[src/rtl/uic_pkg.sv]
package uic_pkg;
    localparam int NUM_EVT  = 14;
    localparam int DATA_W   = 32;
    localparam int ADDR_W   = 8;
    localparam int OFS_MASK   = 'h14;
    localparam int OFS_FLAGS  = 'h18;
    localparam int OFS_LEVELS = 'h24;
    typedef logic [NUM_EVT-1:0] evt_vec_t;
endpackage

[src/rtl/uic_flags.sv]
module uic_flags
    import uic_pkg::*;
(
    input  logic     clk,
    input  logic     rst_n,
    input  evt_vec_t evt_i,
    input  logic     clr_en_i,
    input  evt_vec_t clr_mask_i,
    output evt_vec_t flags_o
);
    typedef struct packed {
        evt_vec_t flags;
    } flag_st_t;

    flag_st_t st_d, st_q;

    always_comb begin
        st_d = st_q;
        if (clr_en_i)
            st_d.flags = st_d.flags & ~clr_mask_i;
        // set after clear so a simultaneous event survives
        st_d.flags = st_d.flags | evt_i;
    end

    always_ff @(posedge clk) begin
        if (!rst_n) st_q <= '0;
        else        st_q <= st_d;
    end

    assign flags_o = st_q.flags;


    set_wins_chk: assert property (@(posedge clk) disable iff (!rst_n)
        (evt_i != '0) |=> ((flags_o & $past(evt_i)) == $past(evt_i)));


    clear_chk: assert property (@(posedge clk) disable iff (!rst_n)
        clr_en_i |=> ((flags_o & $past(clr_mask_i & ~evt_i)) == '0));


    hold_chk: assert property (@(posedge clk) disable iff (!rst_n)
        (!clr_en_i && evt_i == '0) |=> $stable(flags_o));
endmodule

[src/rtl/uic_levels.sv]
module uic_levels
    import uic_pkg::*;
#(
    parameter int DEPTH  = 16,
    parameter int CNT_W  = $clog2(DEPTH + 1),
    parameter int RX_LSB = 8
) (
    input  logic [CNT_W-1:0]  tx_cnt_i,
    input  logic [CNT_W-1:0]  rx_cnt_i,
    output logic [DATA_W-1:0] word_o
);
    localparam int NCH = 2;
    localparam logic [CNT_W-1:0] CAP = CNT_W'(DEPTH);

    logic [CNT_W-1:0] raw [NCH];
    logic [CNT_W-1:0] rep [NCH];

    assign raw[0] = tx_cnt_i;
    assign raw[1] = rx_cnt_i;

    for (genvar c = 0; c < NCH; c++) begin : g_ch
        always_comb begin
            rep[c] = (raw[c] > CAP) ? CAP : raw[c];
        end
    end

    always_comb begin
        word_o = '0;
        word_o[CNT_W-1:0]             = rep[0];
        word_o[RX_LSB +: CNT_W]       = rep[1];
    end


    always_comb begin
        if (word_o[CNT_W-1] === 1'b1)
            full_flag_chk: assert (word_o[CNT_W-1:0] == CAP);
    end
endmodule

[src/rtl/uart_irq_ctrl.sv]
module uart_irq_ctrl
    import uic_pkg::*;
(
    input  logic              clk,
    input  logic              rst_n,
    input  logic [ADDR_W-1:0] reg_addr,
    input  logic              reg_wr,
    input  logic [DATA_W-1:0] reg_wdata,
    output logic [DATA_W-1:0] reg_rdata,
    input  logic [NUM_EVT-1:0] evt_pulse,
    input  logic [4:0]        tx_level,
    input  logic [4:0]        rx_level,
    output logic              irq
);
    localparam int PAD_W = DATA_W - NUM_EVT;

    typedef struct packed {
        evt_vec_t mask;
    } top_st_t;

    top_st_t st_d, st_q;

    logic     hit_mask, hit_flags, hit_levels;
    evt_vec_t flags;
    logic [DATA_W-1:0] level_word;

    assign hit_mask   = (reg_addr == ADDR_W'(OFS_MASK));
    assign hit_flags  = (reg_addr == ADDR_W'(OFS_FLAGS));
    assign hit_levels = (reg_addr == ADDR_W'(OFS_LEVELS));

    uic_flags u_flags (
        .clk        (clk),
        .rst_n      (rst_n),
        .evt_i      (evt_pulse),
        .clr_en_i   (reg_wr && hit_flags),
        .clr_mask_i (reg_wdata[NUM_EVT-1:0]),
        .flags_o    (flags)
    );

    uic_levels #(.DEPTH(16), .CNT_W(5), .RX_LSB(8)) u_levels (
        .tx_cnt_i (tx_level),
        .rx_cnt_i (rx_level),
        .word_o   (level_word)
    );

    always_comb begin
        st_d = st_q;
        if (reg_wr && hit_mask)
            st_d.mask = reg_wdata[NUM_EVT-1:0];
    end

    always_ff @(posedge clk) begin
        if (!rst_n) st_q <= '0;
        else        st_q <= st_d;
    end

    always_comb begin
        reg_rdata = '0;
        if (hit_mask)        reg_rdata = {{PAD_W{1'b0}}, st_q.mask};
        else if (hit_flags)  reg_rdata = {{PAD_W{1'b0}}, flags};
        else if (hit_levels) reg_rdata = level_word;
    end

    assign irq = |(flags & st_q.mask);


    irq_src_chk: assert property (@(posedge clk) disable iff (!rst_n)
        irq |-> (flags != '0));


    irq_mask_chk: assert property (@(posedge clk) disable iff (!rst_n)
        (st_q.mask == '0) |-> !irq);


    mask_keep_chk: assert property (@(posedge clk) disable iff (!rst_n)
        !(reg_wr && hit_mask) |=> $stable(st_q.mask));
endmodule

[config.mk]
export PLATFORM = sky130hd
export DESIGN_NAME = uart_irq_ctrl
export DESIGN_NICKNAME = d
export VERILOG_FILES = /design/src/rtl/uic_pkg.sv /design/src/rtl/uic_flags.sv /design/src/rtl/uic_levels.sv /design/src/rtl/uart_irq_ctrl.sv
export SDC_FILE = /design/constraint.sdc
export NUM_CORES = 1
export LEC_CHECK = 0
export ABC_AREA = 0
export CELL_PAD_IN_SITES_DETAIL_PLACEMENT = 1
export CELL_PAD_IN_SITES_GLOBAL_PLACEMENT = 1
export CORE_UTILIZATION = 27
export DETAILED_ROUTE_END_ITERATION = 8
export PLACE_DENSITY_LB_ADDON = 0.1
export SLEW_MARGIN = 0
export SYNTH_ARGS = -nofsm -noshare
export SYNTH_HDL_FRONTEND = slang
export SYNTH_SLANG_ARGS = --single-unit
[constraint.sdc]
create_clock -name clk -period 2.3 [get_ports clk]
set_input_delay 0.46 -clock clk [delete_from_list [all_inputs] [get_ports clk]]
set_output_delay 0.46 -clock clk [all_outputs]
set_load 0.03 [all_outputs]
==> impl_metrics.yaml <==
critical_path:
  cp_slowest_cell: "or4b_4"
  critPathRequiredTime_ns: 1.84
  r2r_start: "u_flags.flags_o[10]"
  cp.arrival_ns: 1.77
  cp-start-kind: "primary input"
  rr_endpoint: "u_flags.flags_o[10]"
  cpPeakStageDelay_ns: 0.61
  cp-end-kind: "output port"
  cp_num_buf_inv: 3
  crit_path_cell_trace: "buf_6 -> or4b_4 -> buf_12 -> nor3_2 -> a31oi_1 -> buf_4"
  cp_top_family: "simple AND/OR/NAND/NOR gates"
  worst-setup-path-type: "primary input to output port"
  rr_worst_depth: 4
  critPathMaxFanout: 6
  r2r_setup_slack_ns: 1.44
power:
  power_frac_clock: 0.282
  netSwitchingFraction: 0.283
  vdd_drop_max_mv: 0.168
  switching_power_mw: 0.311
  pwr-share-seq: 0.473
  p_int_mw: 0.789
  cellPowerDensity_mw_per_mm2: 392
  share_comb_of_total_power: 0.244
  power.leakage_nw: 1.08
clocking:
  clk_latency_ns: 0.27
  cts.htree.levels: 1
  ctsHoldBuffers: 0
  cts_made_buffers: 3
  clock_sinks: 28
  clk_pin_slew_ns: 0.10
  clockRootBuffer: "clkbuf_8"
  cts_tree: "yes"
  cts_buffer_depth: 2
routing:
  vias_per_cell: 5.16
  ant_nets: 0
  wirelength_mm: 6.24
  firstDrtPassIters: 7
  drc: 18
  num_vias: 1895
  wire_per_inst_um: 17.0
  drt_iter0_drc: 78
yosys:
  ys_seq_area_frac: 0.310
  syn_inst: 212
  yosys_register_bits: 28
  syn_avg_cell_area_um2: 8.53
  synthDistinctLibCells: 29
  ys_warn_count: 0
  syn-cell-area_mm2: 0.00181
sta:
  fin_crit_ns: 2.23
  max_freq_mhz: 449
  tns_ns: 0
  timing_worst_slew_pin_value_ns: 0.509
  relSlewSlack: 0.660
  slew_viol_final: 0
  fin_skew_ns: 0
  hold_viol_final: 0
  finalSetupViolCount: 0
  rsz0062_at_grt: "no"
  period_share: 0.969
  fin_ws_ns: 0.0711
outcome:
  status: "finished, violations left"
  violations: "DRC"
global_routing:
  grt_pass1_vias: 1907
  grt_pass1_wl_mm: 10.2
  grt_usage: 0.183
  antenna_found_initial: 0
  grt_max_degree: 29
  grt-ovfl-total: 0
hold_path:
  hold_class: "flip-flop to flip-flop"
  whs_path_depth: 2
  hp-start: "st_q[6]"
  min_to: "st_q[6]"
place:
  place_ws_ns: -0.370
  io_buffers: 63
  gp_congestion: 0.727
  dpl.hpwl_mm: 4.52
final_layout:
  synthToLayoutAreaGrowth_pct: 55.2
  fin_nets: 358
  num_antenna_cells: 0
  drive_above_1_share: 0.276
floorplan:
  fp.dieW_um: 83.8
  dieArea_mm2: 0.00703
  pin_count: 100
  core_mm2: 0.00642
  die_y_um: 83.8
  initial_core_util: 0.282
  rows: 29
flow_run:
  cap_violations: 0
==> cell families (layout without fill, tap and decap cells) <==
kind of cell    after synthesis  in the layout  synth area share
compound gates               77             77             0.325
buf+inv                      55            116             0.167
flops                        28             28             0.310
other cells                   1             18           0.00207
simple gates                 51             51             0.195
==> sequential cells by signal, summed over array words and instances (netlist names) <==
| name | flops |
|---|---|
| st_q | 14 |
| u_flags.flags_o | 14 |
==> synth_stat cells, drive strengths merged <==
master | instances | area, µm²
a21oi | 14 | 70.1
a221o | 2 | 20.0
a221oi | 1 | 8.76
a22o | 5 | 43.8
a22oi | 5 | 37.5
a31oi | 8 | 50.1
a41oi | 14 | 123
and2 | 1 | 6.26
and3 | 3 | 18.8
buf | 28 | 190
clkbuf | 11 | 52.5
conb | 1 | 3.75
dfxtp | 28 | 561
inv | 16 | 60.1
nand2 | 1 | 3.75
nand3 | 8 | 40.0
nand4 | 15 | 93.8
nand4b | 8 | 70.1
nor2 | 1 | 6.26
nor3 | 8 | 40.0
nor4b | 4 | 53.8
o21a | 14 | 105
o31ai | 14 | 130
or4b | 2 | 20.0
==> metrics by stage <==
stage,power [mW],cell area [µm²],hold WS (ns),utilization,cells
5_1_grt,1.16,2810,0.528,0.437,367
4_1_cts,1.11,2830,0.499,0.440,369
6_report,1.10,2810,0.499,0.437,367
3_5_place_dp,0.780,2540,0.480,0.395,356
3_3_place_gp,0.779,2540,0.474,0.395,356
2_1_floorplan,0.660,1870,0.461,-,229
==> layer usage <==
layer / global-route usage / wire, µm / vias up
li1: - / - / 947
met1: 0.260 / 3090 / 870
met2: 0.286 / 2700 / 68
met3: 0.0208 / 299 / 10
met4: 0.0643 / 151 / 0
met5: 0 / 0 / -
==> power by group through the flow <==
stage / combinational [mW] / sequential (mW) / clock [mW]
after floorplan: 0.136 / 0.524 / 0
after global placement: 0.247 / 0.532 / 0
after detailed placement: 0.248 / 0.532 / 0
after CTS: 0.271 / 0.521 / 0.321
after global routing: 0.289 / 0.523 / 0.344
final: 0.269 / 0.521 / 0.311
==> final cells by class <==
class                      count  area, µm²
tap                           77       96.3
sequential                    28        561
multi-input combinational    146       1120
inverter                      16       60.1
timing repair buffer          96        912
clock buffer                   4       55.1
fill                         768       3620
==> cell usage in the layout (no fill, tap or decap), types with 8 or more instances in the layout <==
cell type	count
nand4_1	15
a21oi_1	14
nand3_1	8
inv_1	16
conb_1	18
buf_4	36
a31oi_1	8
dfxtp_1	28
o31ai_1	9
buf_6	10
o21a_1	14
a41oi_1	14
nand4b_1	8
clkdlybuf4s50_1	40
==> worst max path at each step <==
stage / from / end / slack, ns / cells after the start
2_1_floorplan: reg_addr[5] / reg_rdata[3] / -0.01 / 5
3_3_place_gp: reg_addr[5] / reg_rdata[9] / -0.34 / 7
3_5_place_dp: reg_addr[5] / reg_rdata[3] / -0.37 / 7
4_1_cts: reg_addr[5] / reg_rdata[4] / 0.002 / 6
5_1_grt: reg_addr[3] / reg_rdata[8] / 0.02 / 7
6_report: reg_addr[6] / reg_rdata[8] / 0.07 / 6
==> worst reg2reg max path: stages (launching register included) <==
cell     delay (ns)
dfxtp_1        0.36
buf_4          0.14
inv_1          0.04
a41oi_1        0.16
o21a_1         0.12
==> timing repair <==
action / in CTS / in global routing
setup buffers: 6 / 1
cloned: 3 / 0
setup endpoints to repair: 15 / 14
resized for setup: 59 / 11
pin swaps: 12 / 8
No activity file was read; power rests on OpenSTA's default activity.
